### src/rtl/amg_pkg.sv
package amg_pkg;

  typedef enum logic [1:0] {
    PATH_SINGLE = 2'b00,
    PATH_X      = 2'b01,
    PATH_Y      = 2'b10,
    PATH_RSVD   = 2'b11
  } path_e;

  typedef enum logic [1:0] {
    MODE_IND  = 2'b00,
    MODE_DEC  = 2'b01,
    MODE_INC  = 2'b10,
    MODE_IDX  = 2'b11
  } mode_e;

  // Strobes from control to datapath
  typedef struct packed {
    logic preDec;   // subtract step, address is the reduced value
    logic postInc;  // add step (or delta) after the access
    logic useIndex; // step comes from an index register
    logic useIdxY;  // pick the Y index instead of the X index
    logic longStep; // size step is 4 instead of 2
    logic modOn;    // modulo wrap may replace the step
    logic modYCmp;  // compare with upper half forced to ones
  } amg_ctrl_t;

endpackage

### src/rtl/amg_ctrl.sv
module amg_ctrl
  import amg_pkg::*;
(
  input  logic [1:0] pathSel,
  input  logic [1:0] mode,
  input  logic       sizeLong,
  output amg_ctrl_t  ctrl
);

  logic isX;
  logic isY;
  logic isXY;

  always_comb begin
    isX  = (pathSel == PATH_X);
    isY  = (pathSel == PATH_Y);
    isXY = isX | isY;
  end

  always_comb begin
    ctrl = '0;
    unique case (mode)
      MODE_IND: begin
        ctrl = '0;
      end
      MODE_DEC: begin
        // on X/Y the field is a bus select, no pointer update
        ctrl.preDec   = !isXY;
        ctrl.longStep = !isXY & sizeLong;
      end
      MODE_INC: begin
        ctrl.postInc  = 1'b1;
        ctrl.longStep = !isXY & sizeLong;
        ctrl.modOn    = isXY;
        ctrl.modYCmp  = isY;
      end
      MODE_IDX: begin
        ctrl.postInc  = 1'b1;
        ctrl.useIndex = 1'b1;
        ctrl.useIdxY  = isY;
        ctrl.modOn    = isXY;
        ctrl.modYCmp  = isY;
      end
      default: ctrl = '0;
    endcase
  end

endmodule

### src/rtl/amg_datapath.sv
module amg_datapath
  import amg_pkg::*;
#(
  parameter int ADDR_W = 32
) (
  input  logic              clk,
  input  logic              rstN,
  input  logic              cfgWe,
  input  logic [ADDR_W-1:0] cfgEnd,
  input  logic [ADDR_W-1:0] cfgDelta,
  input  logic              reqValid,
  input  amg_ctrl_t         ctrl,
  input  logic [ADDR_W-1:0] ptrIn,
  input  logic [ADDR_W-1:0] idxX,
  input  logic [ADDR_W-1:0] idxY,
  output logic [ADDR_W-1:0] addrOut,
  output logic [ADDR_W-1:0] nextPtr,
  output logic [ADDR_W-1:0] ptrOut,
  output logic              ptrDone
);

  localparam int HALF_W = ADDR_W / 2;
  localparam logic [ADDR_W-1:0] STEP_WORD = ADDR_W'(2);
  localparam logic [ADDR_W-1:0] STEP_LONG = ADDR_W'(4);

  logic [ADDR_W-1:0] modEnd;
  logic [ADDR_W-1:0] modDelta;
  logic [ADDR_W-1:0] step;
  logic [ADDR_W-1:0] decPtr;
  logic [ADDR_W-1:0] yView;
  logic              hitX;
  logic              hitY;
  logic              modHit;

  // modulo configuration pair
  always_ff @(posedge clk or negedge rstN) begin
    if (!rstN) begin
      modEnd   <= '0;
      modDelta <= '0;
    end else if (cfgWe) begin
      modEnd   <= cfgEnd;
      modDelta <= cfgDelta;
    end
  end

  always_comb begin
    if (ctrl.useIndex) step = ctrl.useIdxY ? idxY : idxX;
    else               step = ctrl.longStep ? STEP_LONG : STEP_WORD;
  end

  always_comb begin
    yView  = {{(ADDR_W-HALF_W){1'b1}}, ptrIn[HALF_W-1:0]};
    hitX   = (ptrIn[HALF_W-1:0] == modEnd[HALF_W-1:0]);
    hitY   = (yView == modEnd);
    modHit = ctrl.modOn & (ctrl.modYCmp ? hitY : hitX);
    decPtr = ptrIn - step;
  end

  always_comb begin
    addrOut = ctrl.preDec ? decPtr : ptrIn;
    if (ctrl.preDec)       nextPtr = decPtr;
    else if (ctrl.postInc) nextPtr = ptrIn + (modHit ? modDelta : step);
    else                   nextPtr = ptrIn;
  end

  always_ff @(posedge clk or negedge rstN) begin
    if (!rstN) begin
      ptrOut  <= '0;
      ptrDone <= 1'b0;
    end else begin
      ptrDone <= reqValid;
      if (reqValid) ptrOut <= nextPtr;
    end
  end

endmodule

### src/rtl/modagen_top.sv
module modagen_top
  import amg_pkg::*;
#(
  parameter int ADDR_W = 32
) (
  input  logic              clk,
  input  logic              rstN,
  input  logic              cfgWe,
  input  logic [ADDR_W-1:0] cfgEnd,
  input  logic [ADDR_W-1:0] cfgDelta,
  input  logic              reqValid,
  input  logic [1:0]        pathSel,
  input  logic [1:0]        mode,
  input  logic              sizeLong,
  input  logic [ADDR_W-1:0] ptrIn,
  input  logic [ADDR_W-1:0] idxX,
  input  logic [ADDR_W-1:0] idxY,
  output logic [ADDR_W-1:0] addrOut,
  output logic [ADDR_W-1:0] ptrOut,
  output logic              ptrDone
);

  amg_ctrl_t         ctrl;
  logic [ADDR_W-1:0] nextPtr;

  amg_ctrl u_ctrl (
    .pathSel (pathSel),
    .mode    (mode),
    .sizeLong(sizeLong),
    .ctrl    (ctrl)
  );

  amg_datapath #(.ADDR_W(ADDR_W)) u_dp (
    .clk     (clk),
    .rstN    (rstN),
    .cfgWe   (cfgWe),
    .cfgEnd  (cfgEnd),
    .cfgDelta(cfgDelta),
    .reqValid(reqValid),
    .ctrl    (ctrl),
    .ptrIn   (ptrIn),
    .idxX    (idxX),
    .idxY    (idxY),
    .addrOut (addrOut),
    .nextPtr (nextPtr),
    .ptrOut  (ptrOut),
    .ptrDone (ptrDone)
  );

endmodule

### config.mk
export PLATFORM = sky130hd
export DESIGN_NAME = modagen_top
export DESIGN_NICKNAME = d
export VERILOG_FILES = /design/src/rtl/amg_pkg.sv /design/src/rtl/amg_ctrl.sv /design/src/rtl/amg_datapath.sv /design/src/rtl/modagen_top.sv
export SDC_FILE = /design/constraint.sdc
export NUM_CORES = 1
export LEC_CHECK = 0
export BUFFER_PORTS_ARGS = -buffer_cell sky130_fd_sc_hd__buf_2
export CORE_MARGIN = 10
export CORE_UTILIZATION = 30
export CTS_CLUSTER_SIZE = 20
export DETAILED_ROUTE_END_ITERATION = 6
export GPL_TIMING_DRIVEN = 0
export PLACE_DENSITY = 0.61
export SYNTH_ARGS = -nofsm -noshare
export SYNTH_HDL_FRONTEND = slang
export SYNTH_SLANG_ARGS = --single-unit
### constraint.sdc
create_clock -name clk -period 10.5 [get_ports clk]
set_clock_uncertainty 0.1 [all_clocks]
set_input_delay 0 -clock clk [delete_from_list [all_inputs] [get_ports clk]]
set_output_delay 0 -clock clk [all_outputs]
set_load 0.05 [all_outputs]
==> results.toml <==
[status]
outcome = "finished clean"

[power]
power_mw = 1.38
power_density_nw_per_um2 = 120
vdd_drop_max_uv = 65.4
p_leak_nw = 5.18

[yosys]
synth_commonest_cells = "nand2_1 (172), mux2_2 (100), dfrtp_1 (97)"
syn_area_um2 = 8790
yosysSeqAreaShare = 0.276
synth_edf_count = 0
netlist.area_leader.share = 0.276
yosys_warnings = 0
yosysUniqueCellTypes = 68
ys.flop_type = "dfrtp_1"
syn_inst = 1048
syn_avg_cell_area_um2 = 8.39
netlist_top_cells_area = "dfrtp_1 (28%), mux2_2 (13%), ha_1 (9.7%)"
async_flop_share = 1.00
synthMostInstantiatedCell = "nand2_1"
syn_nets = 1287
ys_seq_elements = 97
synth_top_area_cell = "dfrtp_1"

[timing]
relSlewSlack = 0.184
setup_viol = 0
finalCriticalPeriod_ps = 5750
max_freq_mhz = 174
rsz0062_at_grt = "no"
worstMarginPinSlew_ps = 1220
tns_ps = 0
finalMaxSlewViolations = 0
final_hold_viol_count = 0
finalCritPeriodShare = 0.548

[floorplan]
fp.dieH_um = 191
die-area_um2 = 36600
core_um2 = 28800
start_util = 0.306
die_w_um = 191
ioPinCount = 234
rows = 62

[route]
drt-initial-drc-count = 705
top_layer = "met4"
drt-total-wl_um = 39000
first_pass_iters = 5
wl_met2_um = 17900
vias = 9339
route.antenna.remaining_nets = 0
wl_per_cell_um = 22.2
vias_per_cell = 5.32
drc = 0
wl_met3_um = 2970
wirelength_met1_um = 17100

[worst_setup_path]
r2r_setup_slack_ps = 4750
endpoint_kind = "flip-flop"
worst_ep_required_time_ps = 10630
critPathSlowestCell = "nor4_2"
cp-start-kind = "flip-flop"
crit_fanout = 10
cpMostUsedCell = "a211oi_1"
path_cells = "nand4_1 -> o41ai_1 -> nand3_1 -> nor4_2 -> clkbuf_1 -> mux2_2 -> ha_1 -> a211oi_1 -> o211ai_1 -> a221oi_2 -> a211oi_1 -> nor3_2 -> a31oi_1 -> xnor2_1 -> a221oi_1 -> nand4b_1"
crit_type = "reg -> reg"
crit_arrival_ps = 5880
cp_slowest_stage_delay_ps = 710

[hold_path]
holdCritPathClass = "in -> reg"

[finish]
final_nets = 1604
num-fill-cells = 2964
syn_to_final_growth_pct = 30.4
fin_util = 0.398
drive_gt1_frac = 0.265
stdcell_area_um2 = 11500
num_antenna_cells = 0

[cts]
cts_buffers = 9
htreeDepth = 3
cts_resized = 0
clockBufferDepth = 2
cts_tree = "yes"
clkSinkCount = 97
root_buffer = "clkbuf_16"
clkTransAtPathRegs_ps = 70
clkLatencyLatePin_ps = 360

[placement]
place_area_um2 = 10500
gp_congestion = 0.948
dpl.hpwl_um = 31200
numPortBuffers = 232

[run]
max_cap_viol_count = 0

[global_route]
grt_remaining_overflow = 0
grt_usage = 0.210
grt_pass1_vias = 9708
grt_max_degree = 58
grt_pass1_wl_um = 58600
antenna_found_initial = 0
## sequential cells by signal, summed over array words and instances (netlist names)
register       count
u_dp.modDelta     32
u_dp.modEnd       32
u_dp.ptrDone       1
u_dp.ptrOut       32
## worst max-delay path, delay by kind of cell (launching register included)
family                     cells  cell delay [ps]
AOI/OAI and AO/OA              7             2190
and+or+nand+nor                5             1500
buffers and inverters          1              570
muxes                          1              410
DFF                            1              360
xor gates and xnor gates       1              270
adders and majority gates      1              210
## kinds of logic (layout without fill, tap and decap cells)
kind of cell / Yosys count / count (layout) / share of synthesized area
compound gates: 310 / 310 / 0.226
buf+inv: 84 / 406 / 0.0360
flops: 97 / 97 / 0.276
fa+ha+maj: 70 / 70 / 0.101
simple gates: 313 / 313 / 0.158
mux: 104 / 104 / 0.133
xor+xnor: 70 / 70 / 0.0697
## area by class of cell
class / instances / area [um^2] / share of cell area
Buffer: 52 / 196 / 0.0171
Multi-Input combinational cell: 867 / 6050 / 0.528
Timing Repair Buffer: 306 / 1920 / 0.168
Tap cell: 384 / 480 / 0.0419
Clock inverter: 6 / 42.5 / 0.00371
Inverter: 32 / 120 / 0.0105
Clock buffer: 10 / 229 / 0.0200
Sequential cell: 97 / 2430 / 0.212
## worst paths after layout
| kind | cells after the start | endpoint | start |
|---|---|---|---|
| max | 16 | u_dp.ptrOut[31] | u_dp.modEnd[25] |
| min | 5 | u_dp.ptrOut[20] | ptrIn[20] |
| max reg2reg | 16 | u_dp.ptrOut[31] | u_dp.modEnd[25] |
| min reg2reg | 1 | u_dp.ptrOut[5] | u_dp.ptrOut[5] |
| max in group asynchronous | 3 | u_dp.modDelta[3] | rstN |
| min in group asynchronous | 2 | u_dp.ptrDone | rstN |
## what timing repair did
item	CTS	global route
hold buffers	73	0
buffers inserted	0	0
hold endpoints to repair	118	0
## through the flow
| step | hold WS (ps) | setup slack (ps) | std cells |
|---|---|---|---|
| finish | 26.0 | 4750 | 1754 |
| floorplan | -396 | 6250 | 1048 |
| CTS | 32.4 | 4770 | 1754 |
| detailed placement | -65.9 | 4820 | 1665 |
| global route | 60.5 | 4390 | 1754 |
| global placement | 47.7 | 4790 | 1664 |
## placed cells by master (no fill, tap or decap), types with 3 or more instances in the layout
cell           Yosys  layout
o21ai_0           95      95
o221ai_1           3       3
a31oi_1           10      10
a21oi_1           69      69
mux2_2           100     100
o21bai_1           4       4
nor2_1            50      50
o21a_1             6       6
o211ai_1          27      27
a21boi_0           6       6
nand2b_1          11      11
nand4_1           11      11
a21o_1            37      37
nor3_1            16      16
ha_1              68      68
clkbuf_16          0       9
mux2i_1            4       4
nor2b_1           11      11
o22ai_1            4       4
nand3_1           13      13
dfrtp_1           97      97
a41oi_1            3       3
or3_1              3       3
dlygate4sd3_1      0      73
o2111ai_1          3       3
inv_1             32      32
and3_1             5       5
clkbuf_1          48      49
xor2_1            33      33
xnor2_1           37      37
buf_2              1     232
buf_1              3       3
and2_1             8       8
a211oi_1          12      12
nand2_1          172     172
## where the power goes
group | switching, mW | internal, mW
Clock | 0.163 | 0.162
Combinational | 0.394 | 0.215
Sequential | 0.0253 | 0.419
Total | 0.582 | 0.796
## routing by layer
layer | global-route usage | up-vias
li1 | - | 4417
met1 | 0.280 | 4466
met2 | 0.342 | 404
met3 | 0.0333 | 52
met4 | 0.0640 | 0
met5 | 0 | -
Power figures use the tool's default switching activity.
